File: src/rtl/pe_status_pkg.sv
package pe_status_pkg;
   typedef enum logic [1:0] {
      SRC_ARRAY  = 2'd0,
      SRC_STATUS = 2'd1,
      SRC_IDENT  = 2'd2
   } src_e;

   function automatic src_e pick_src(input logic busy, input logic id_mode);
      if (busy)         return SRC_STATUS;
      else if (id_mode) return SRC_IDENT;
      else              return SRC_ARRAY;
   endfunction
endpackage

File: src/rtl/pe_toggle_trk.sv
module pe_toggle_trk (
   input  logic clk,
   input  logic rst_n,
   input  logic busy,
   input  logic rd_act,
   output logic tog_q
);
   logic rd_q;
   logic rd_done;

   assign rd_done = rd_q & ~rd_act;

   always_ff @(posedge clk or negedge rst_n) begin
      if (!rst_n) begin
         rd_q  <= 1'b0;
         tog_q <= 1'b0;
      end else begin
         rd_q <= rd_act;
         if (busy && rd_done) tog_q <= ~tog_q;
      end
   end
endmodule

File: src/rtl/pe_ident_rom.sv
module pe_ident_rom #(
   parameter int          DATA_W    = 8,
   parameter int          ADDR_W    = 19,
   parameter logic [7:0]  MFR_CODE  = 8'h1F,
   parameter logic [7:0]  DEV_CODE  = 8'h13,
   parameter logic [7:0]  EXT_CODE  = 8'h0F
) (
   input  logic [ADDR_W-1:0] addr,
   input  logic              lock_on,
   output logic [DATA_W-1:0] id_byte
);
   localparam int SEL_W = 2;

   logic             upper_zero;
   logic [SEL_W-1:0] sel;

   assign upper_zero = (addr[ADDR_W-1:SEL_W] == '0);
   assign sel        = addr[SEL_W-1:0];

   always_comb begin
      id_byte = '0;
      if (upper_zero) begin
         case (sel)
            2'd0:    id_byte = DATA_W'(MFR_CODE);
            2'd1:    id_byte = DATA_W'(DEV_CODE);
            2'd2:    id_byte = DATA_W'(lock_on);
            default: id_byte = DATA_W'(EXT_CODE);
         endcase
      end
   end
endmodule

File: src/rtl/pe_status_fmt.sv
module pe_status_fmt #(
   parameter int DATA_W     = 8,
   parameter int POLL_BIT   = 7,
   parameter int TOGGLE_BIT = 6
) (
   input  logic              op_erase,
   input  logic              pgm_top,
   input  logic              tog,
   output logic [DATA_W-1:0] status
);
   for (genvar b = 0; b < DATA_W; b++) begin : g_bit
      if (b == POLL_BIT) begin : g_poll
         assign status[b] = op_erase ? 1'b0 : ~pgm_top;
      end else if (b == TOGGLE_BIT) begin : g_tog
         assign status[b] = tog;
      end else begin : g_zero
         assign status[b] = 1'b0;
      end
   end
endmodule

File: src/rtl/pe_status_reader.sv
module pe_status_reader #(
   parameter int          DATA_W     = 8,
   parameter int          ADDR_W     = 19,
   parameter int          POLL_BIT   = 7,
   parameter int          TOGGLE_BIT = 6,
   parameter logic [7:0]  MFR_CODE   = 8'h1F,
   parameter logic [7:0]  DEV_CODE   = 8'h13,
   parameter logic [7:0]  EXT_CODE   = 8'h0F,
   parameter bit          OUT_REG    = 1'b1
) (
   input  logic              clk,
   input  logic              rst_n,
   input  logic              busy,
   input  logic              op_erase,
   input  logic [DATA_W-1:0] pgm_byte,
   input  logic              rd_act,
   input  logic              id_mode,
   input  logic              lock_on,
   input  logic [ADDR_W-1:0] addr,
   input  logic [DATA_W-1:0] array_data,
   output logic [DATA_W-1:0] rd_data
);
   import pe_status_pkg::*;

   if (DATA_W < 8) begin : g_bad_width
      $error("DATA_W must be at least 8");
   end
   if (ADDR_W < 3) begin : g_bad_addr
      $error("ADDR_W must be at least 3");
   end
   if (POLL_BIT == TOGGLE_BIT || POLL_BIT >= DATA_W || TOGGLE_BIT >= DATA_W) begin : g_bad_bits
      $error("flag bit positions must be distinct and inside the data word");
   end

   logic              tog_now;
   logic [DATA_W-1:0] status_byte;
   logic [DATA_W-1:0] id_byte;
   logic [DATA_W-1:0] next_byte;
   logic              unused_pgm;
   src_e              src;

   assign unused_pgm = ^pgm_byte;

   pe_toggle_trk u_tog (
      .clk    (clk),
      .rst_n  (rst_n),
      .busy   (busy),
      .rd_act (rd_act),
      .tog_q  (tog_now)
   );

   pe_status_fmt #(
      .DATA_W     (DATA_W),
      .POLL_BIT   (POLL_BIT),
      .TOGGLE_BIT (TOGGLE_BIT)
   ) u_fmt (
      .op_erase (op_erase),
      .pgm_top  (pgm_byte[POLL_BIT]),
      .tog      (tog_now),
      .status   (status_byte)
   );

   pe_ident_rom #(
      .DATA_W   (DATA_W),
      .ADDR_W   (ADDR_W),
      .MFR_CODE (MFR_CODE),
      .DEV_CODE (DEV_CODE),
      .EXT_CODE (EXT_CODE)
   ) u_id (
      .addr    (addr),
      .lock_on (lock_on),
      .id_byte (id_byte)
   );

   assign src = pick_src(busy, id_mode);

   always_comb begin
      case (src)
         SRC_STATUS: next_byte = status_byte;
         SRC_IDENT:  next_byte = id_byte;
         default:    next_byte = array_data;
      endcase
   end

   if (OUT_REG) begin : g_reg
      always_ff @(posedge clk or negedge rst_n) begin
         if (!rst_n) rd_data <= '0;
         else        rd_data <= next_byte;
      end
   end else begin : g_comb
      assign rd_data = next_byte;
   end
endmodule

File: config.mk
export PLATFORM = sky130hd
export DESIGN_NAME = pe_status_reader
export DESIGN_NICKNAME = d
export VERILOG_FILES = /design/src/rtl/pe_status_pkg.sv /design/src/rtl/pe_toggle_trk.sv /design/src/rtl/pe_ident_rom.sv /design/src/rtl/pe_status_fmt.sv /design/src/rtl/pe_status_reader.sv
export SDC_FILE = /design/constraint.sdc
export NUM_CORES = 1
export LEC_CHECK = 0
export ABC_CLOCK_PERIOD_IN_PS = 1500
export BUFFER_PORTS_ARGS = -buffer_cell sky130_fd_sc_hd__buf_2
export CORE_MARGIN = 5
export CORE_UTILIZATION = 43
export CTS_CLUSTER_DIAMETER = 150
export CTS_CLUSTER_SIZE = 28
export DETAILED_ROUTE_END_ITERATION = 16
export PLACE_DENSITY = 0.83
export SYNTH_ARGS = -nofsm -noshare
export SYNTH_HDL_FRONTEND = slang
export SYNTH_HIERARCHICAL = 1
export SYNTH_SLANG_ARGS = --single-unit
File: constraint.sdc
create_clock -name clk -period 1.5 [get_ports clk]
set_input_delay 0.15 -clock clk [delete_from_list [all_inputs] [get_ports clk]]
set_output_delay 0.15 -clock clk [all_outputs]
set_load 0.005 [all_outputs]
==> report_table.html <==
<table>
<tr><th>Metric</th><th>Value</th></tr>
<tr><th colspan="2">GRT</th></tr>
<tr><td>Grt ovf</td><td>0</td></tr>
<tr><td>Total Routing Usage GR</td><td>12.1%</td></tr>
<tr><td>Maximum number of pins on one net before global-route repair</td><td>18</td></tr>
<tr><td>Number of antenna violations at the first check in global routing</td><td>0</td></tr>
<tr><td>Number of global-route vias before repair</td><td>629</td></tr>
<tr><td>First-pass GRT wire length</td><td>2.44 mm</td></tr>
<tr><th colspan="2">Final layout</th></tr>
<tr><td>Number of antenna cells inserted</td><td>0</td></tr>
<tr><td>Filler cells</td><td>138</td></tr>
<tr><td>Area overhead of the layout relative to synthesis</td><td>27.9%</td></tr>
<tr><td>Net total in the final layout</td><td>161</td></tr>
<tr><td>Share of layout cells above drive strength 1</td><td>45.1%</td></tr>
<tr><th colspan="2">Synthesis</th></tr>
<tr><td>Area share of xor/xnor cells in the synthesized design</td><td>2.29%</td></tr>
<tr><td>Fraction of synthesis flops using an asynchronous set or reset pin</td><td>100%</td></tr>
<tr><td>Synth top area share</td><td>35.3%</td></tr>
<tr><td>Cells after Synth</td><td>72</td></tr>
<tr><td>FF+latch count, synth</td><td>10</td></tr>
<tr><td>Post-synthesis compound-gate area fraction</td><td>7.41%</td></tr>
<tr><td>Post-synthesis adder-cell area fraction</td><td>8.82%</td></tr>
<tr><td>Most common library cells after synthesis</td><td>sky130_fd_sc_hd__buf_4, sky130_fd_sc_hd__dfrtp_1, sky130_fd_sc_hd__nand2_1</td></tr>
<tr><td>Area leader, netlist</td><td>sky130_fd_sc_hd__dfrtp_1</td></tr>
<tr><td>Most instantiated library cell after synthesis</td><td>sky130_fd_sc_hd__buf_4</td></tr>
<tr><td>Fraction of synthesized area in multiplexers</td><td>11.3%</td></tr>
<tr><td>Cell types occupying the most area after synthesis</td><td>sky130_fd_sc_hd__dfrtp_1, sky130_fd_sc_hd__buf_4, sky130_fd_sc_hd__mux2i_1</td></tr>
<tr><td>Share of the yosys chip area belonging to registers</td><td>35.3%</td></tr>
<tr><td>Most instantiated flip-flop cell in the synthesis netlist</td><td>sky130_fd_sc_hd__dfrtp_1</td></tr>
<tr><td>Number of warnings reported in the yosys synthesis log</td><td>6</td></tr>
<tr><td>Synthesized area divided by synthesized cell count</td><td>9.85 sq um</td></tr>
<tr><td>Combinational family with the most area after synthesis</td><td>simple AND/OR/NAND/NOR gates</td></tr>
<tr><td>Synth unique cells</td><td>18</td></tr>
<tr><td>Number of flops mapped to enable cells by yosys</td><td>0</td></tr>
<tr><td>Post-Syn Area</td><td>709 sq um</td></tr>
<tr><td>Synth Area in Simple Gates</td><td>18.0%</td></tr>
<tr><th colspan="2">Flow run</th></tr>
<tr><td>Count of maximum capacitance violations</td><td>0</td></tr>
<tr><th colspan="2">Pwr</th></tr>
<tr><td>Total net switching power</td><td>0.173 mW</td></tr>
<tr><td>Portion of total power attributed to the clock network</td><td>31.7%</td></tr>
<tr><td>Standby leakage power</td><td>0.503 nW</td></tr>
<tr><td>Power density over the cells</td><td>791 mW/mm^2</td></tr>
<tr><td>Overall power after layout</td><td>0.717 mW</td></tr>
<tr><td>Maximum VDD drop</td><td>0.298 mV</td></tr>
<tr><td>P_int</td><td>0.544 mW</td></tr>
<tr><td>Relative contribution of combinational cells to total power</td><td>22.9%</td></tr>
<tr><td>Relative contribution of sequential cells to total power</td><td>45.3%</td></tr>
<tr><td>Sw Share</td><td>24.1%</td></tr>
<tr><th colspan="2">Timing</th></tr>
<tr><td>Number of max-slew violations in the final report</td><td>0</td></tr>
<tr><td>Post-layout min period</td><td>1030 ps</td></tr>
<tr><td>Worst hold slack after final layout</td><td>17.5 ps</td></tr>
<tr><td>Post-route clock period utilization</td><td>68.5%</td></tr>
<tr><td>Sum of negative setup slack</td><td>0 ps</td></tr>
<tr><td>Total setup violations reported at the end of the flow</td><td>0</td></tr>
<tr><td>Layout Skew</td><td>1.06 ps</td></tr>
<tr><td>Final Hold Fails</td><td>0</td></tr>
<tr><td>Unrepaired setup endpoints after global routing</td><td>false</td></tr>
<tr><td>Maximum frequency from static timing analysis</td><td>0.973 GHz</td></tr>
<tr><th colspan="2">Critical path</th></tr>
<tr><td>CP max stage cell</td><td>sky130_fd_sc_hd__nor4_2</td></tr>
<tr><td>Critical path data arrival time</td><td>1210 ps</td></tr>
<tr><td>Kind of cell adding the most delay to the critical path</td><td>simple AND/OR/NAND/NOR gates</td></tr>
<tr><td>Sort of element at the start of the critical path</td><td>input port</td></tr>
<tr><td>Category of the worst setup path capture point</td><td>flip-flop</td></tr>
<tr><td>WP data required</td><td>1680 ps</td></tr>
<tr><td>WS Path Type</td><td>input port to flip-flop</td></tr>
<tr><td>Sequence of cells on the critical path</td><td>buf_2 -&gt; nor4_2 -&gt; nand3_2 -&gt; nor3_1 -&gt; mux2i_1 -&gt; o21ai_1</td></tr>
<tr><td>Max FO, Critical Path</td><td>4</td></tr>
<tr><td>Max incr delay on CP</td><td>280 ps</td></tr>
<tr><td>Worst Path Buf+Inv</td><td>1</td></tr>
<tr><th colspan="2">Detailed routing</th></tr>
<tr><td>First drt pass iteration count</td><td>4</td></tr>
<tr><td>Routed wire length on met2</td><td>636 microns</td></tr>
<tr><td>Final ANT Viol Nets</td><td>0</td></tr>
<tr><td>Wire length on met3</td><td>215 microns</td></tr>
<tr><td>Mean number of vias per cell</td><td>4.80</td></tr>
<tr><td>Total DRC errors in the routed layout</td><td>0</td></tr>
<tr><td>Total wire length after detailed routing</td><td>1.39 mm</td></tr>
<tr><td>Iter 0 DRT Violations</td><td>5</td></tr>
<tr><td>Top routing layer used</td><td>met4</td></tr>
<tr><td>Overall via count from detail_route</td><td>619</td></tr>
<tr><td>WL/cell</td><td>10.8 microns</td></tr>
<tr><td>Met1 wire length</td><td>535 microns</td></tr>
<tr><th colspan="2">Placement</th></tr>
<tr><td>Number of port buffers</td><td>42</td></tr>
<tr><td>GP Congestion</td><td>0.681</td></tr>
<tr><td>Detailed placement HPWL</td><td>1.21 mm</td></tr>
<tr><th colspan="2">Floorplan</th></tr>
<tr><td>Core Area</td><td>0.00154 sq mm</td></tr>
<tr><td>Site Rows</td><td>14</td></tr>
<tr><td>Vertical extent of the die</td><td>50.6 microns</td></tr>
<tr><td>Ports</td><td>50</td></tr>
<tr><td>Die boundary width</td><td>50.6 microns</td></tr>
<tr><td>Die area</td><td>0.00256 sq mm</td></tr>
<tr><td>Initial core utilization</td><td>46.0%</td></tr>
<tr><th colspan="2">Clocking</th></tr>
<tr><td>Worst-path clk slew</td><td>60 ps</td></tr>
<tr><td>Root Buffer Master</td><td>sky130_fd_sc_hd__clkbuf_4</td></tr>
<tr><td>Number of H-tree levels</td><td>1</td></tr>
<tr><td>CTS buffer count</td><td>3</td></tr>
<tr><td>TritonCTS clock tree</td><td>built</td></tr>
<tr><td>Clock latency at the later pin of the worst-skew pair</td><td>250 ps</td></tr>
<tr><td>Number of sinks driven by the clock tree</td><td>10</td></tr>
<tr><td>Worst-case clock buffer depth</td><td>2</td></tr>
<tr><td>Setup Fix Bufs, Post-CTS</td><td>0</td></tr>
<tr><th colspan="2">Outcome</th></tr>
<tr><td>Outcome</td><td>finished, final reports clean</td></tr>
<tr><th colspan="2">Min path</th></tr>
<tr><td>Min-delay worst type</td><td>input port to flip-flop</td></tr>
</table>
-- cells by family after synthesis --
family | after synthesis
simple gates | 21
buf+inv | 15
compound gates | 10
flops | 10
mux | 8
fa+ha+maj | 5
other cells | 2
xor+xnor | 1
-- power by group through the flow --
stage / clock, mW / combinational [mW] / sequential, mW
5_1_grt: 0.254 / 0.184 / 0.329
2_1_floorplan: 0 / 0.113 / 0.334
3_5_place_dp: 0 / 0.163 / 0.332
6_report: 0.228 / 0.164 / 0.325
3_3_place_gp: 0 / 0.157 / 0.329
4_1_cts: 0.239 / 0.166 / 0.326
-- metrics by stage --
step                      setup WS (ps)  utilization [%]  instances  cell area, sq um
after detailed placement            197             55.8        124               861
final                               472             58.8        129               907
after global placement              228             55.8        124               861
after floorplan                     356                -         79               736
after CTS                           472             58.8        129               907
after global routing                364             58.8        129               907
-- cell type report --
cell class	count	area [sq um]	share of cell area, %
sequential	10	250	27.6
clock buffer	4	36.3	4.00
multi-input combinational	54	373	41.1
tap	16	20.0	2.21
timing repair buffer	43	220	24.3
inverter	2	7.51	0.828
-- layer usage --
layer,global-route usage (%),vias to the layer above
met5,0,-
met4,5.96,0
met3,3.85,2
met2,20.5,41
met1,13.4,270
li1,-,306
-- path summary, 6_finish.rpt --
path | from | end | slack (ps) | depth (start not counted)
worst min-delay path | rd_act | u_tog/rd_q | 20 | 1
min in group asynchronous | rst_n | rd_data[5] | 270 | 2
max in group asynchronous | rst_n | rd_data[6] | 1040 | 2
worst min register to register | u_tog/tog_q | u_tog/tog_q | 500 | 1
worst max register to register | u_tog/rd_q | u_tog/tog_q | 800 | 2
worst max-delay path | addr[4] | rd_data[3] | 470 | 6
-- cells in the final DEF (no fill, tap or decap), types with 2 or more instances in the layout --
master and count:
sky130_fd_sc_hd__nor3_1 3, sky130_fd_sc_hd__nor2_1 3, sky130_fd_sc_hd__nor4_2 2, sky130_fd_sc_hd__o21ai_1 8, sky130_fd_sc_hd__ha_1 5, sky130_fd_sc_hd__conb_1 9, sky130_fd_sc_hd__mux2i_1 8, sky130_fd_sc_hd__clkbuf_4 3
sky130_fd_sc_hd__nand2_1 9, sky130_fd_sc_hd__nor4_1 2, sky130_fd_sc_hd__dfrtp_1 10, sky130_fd_sc_hd__inv_1 2, sky130_fd_sc_hd__buf_2 42
-- repair_timing --
item                                   CTS  global route
endpoints found under the hold margin   10             0
hold buffers                             1             0
gates resized for setup                  0             0
-- registers in the layout, indices dropped and copies added (netlist names) --
register and count:
rd_data 8, u_tog/rd_q 1, u_tog/tog_q 1
Power figures use the tool's default switching activity.
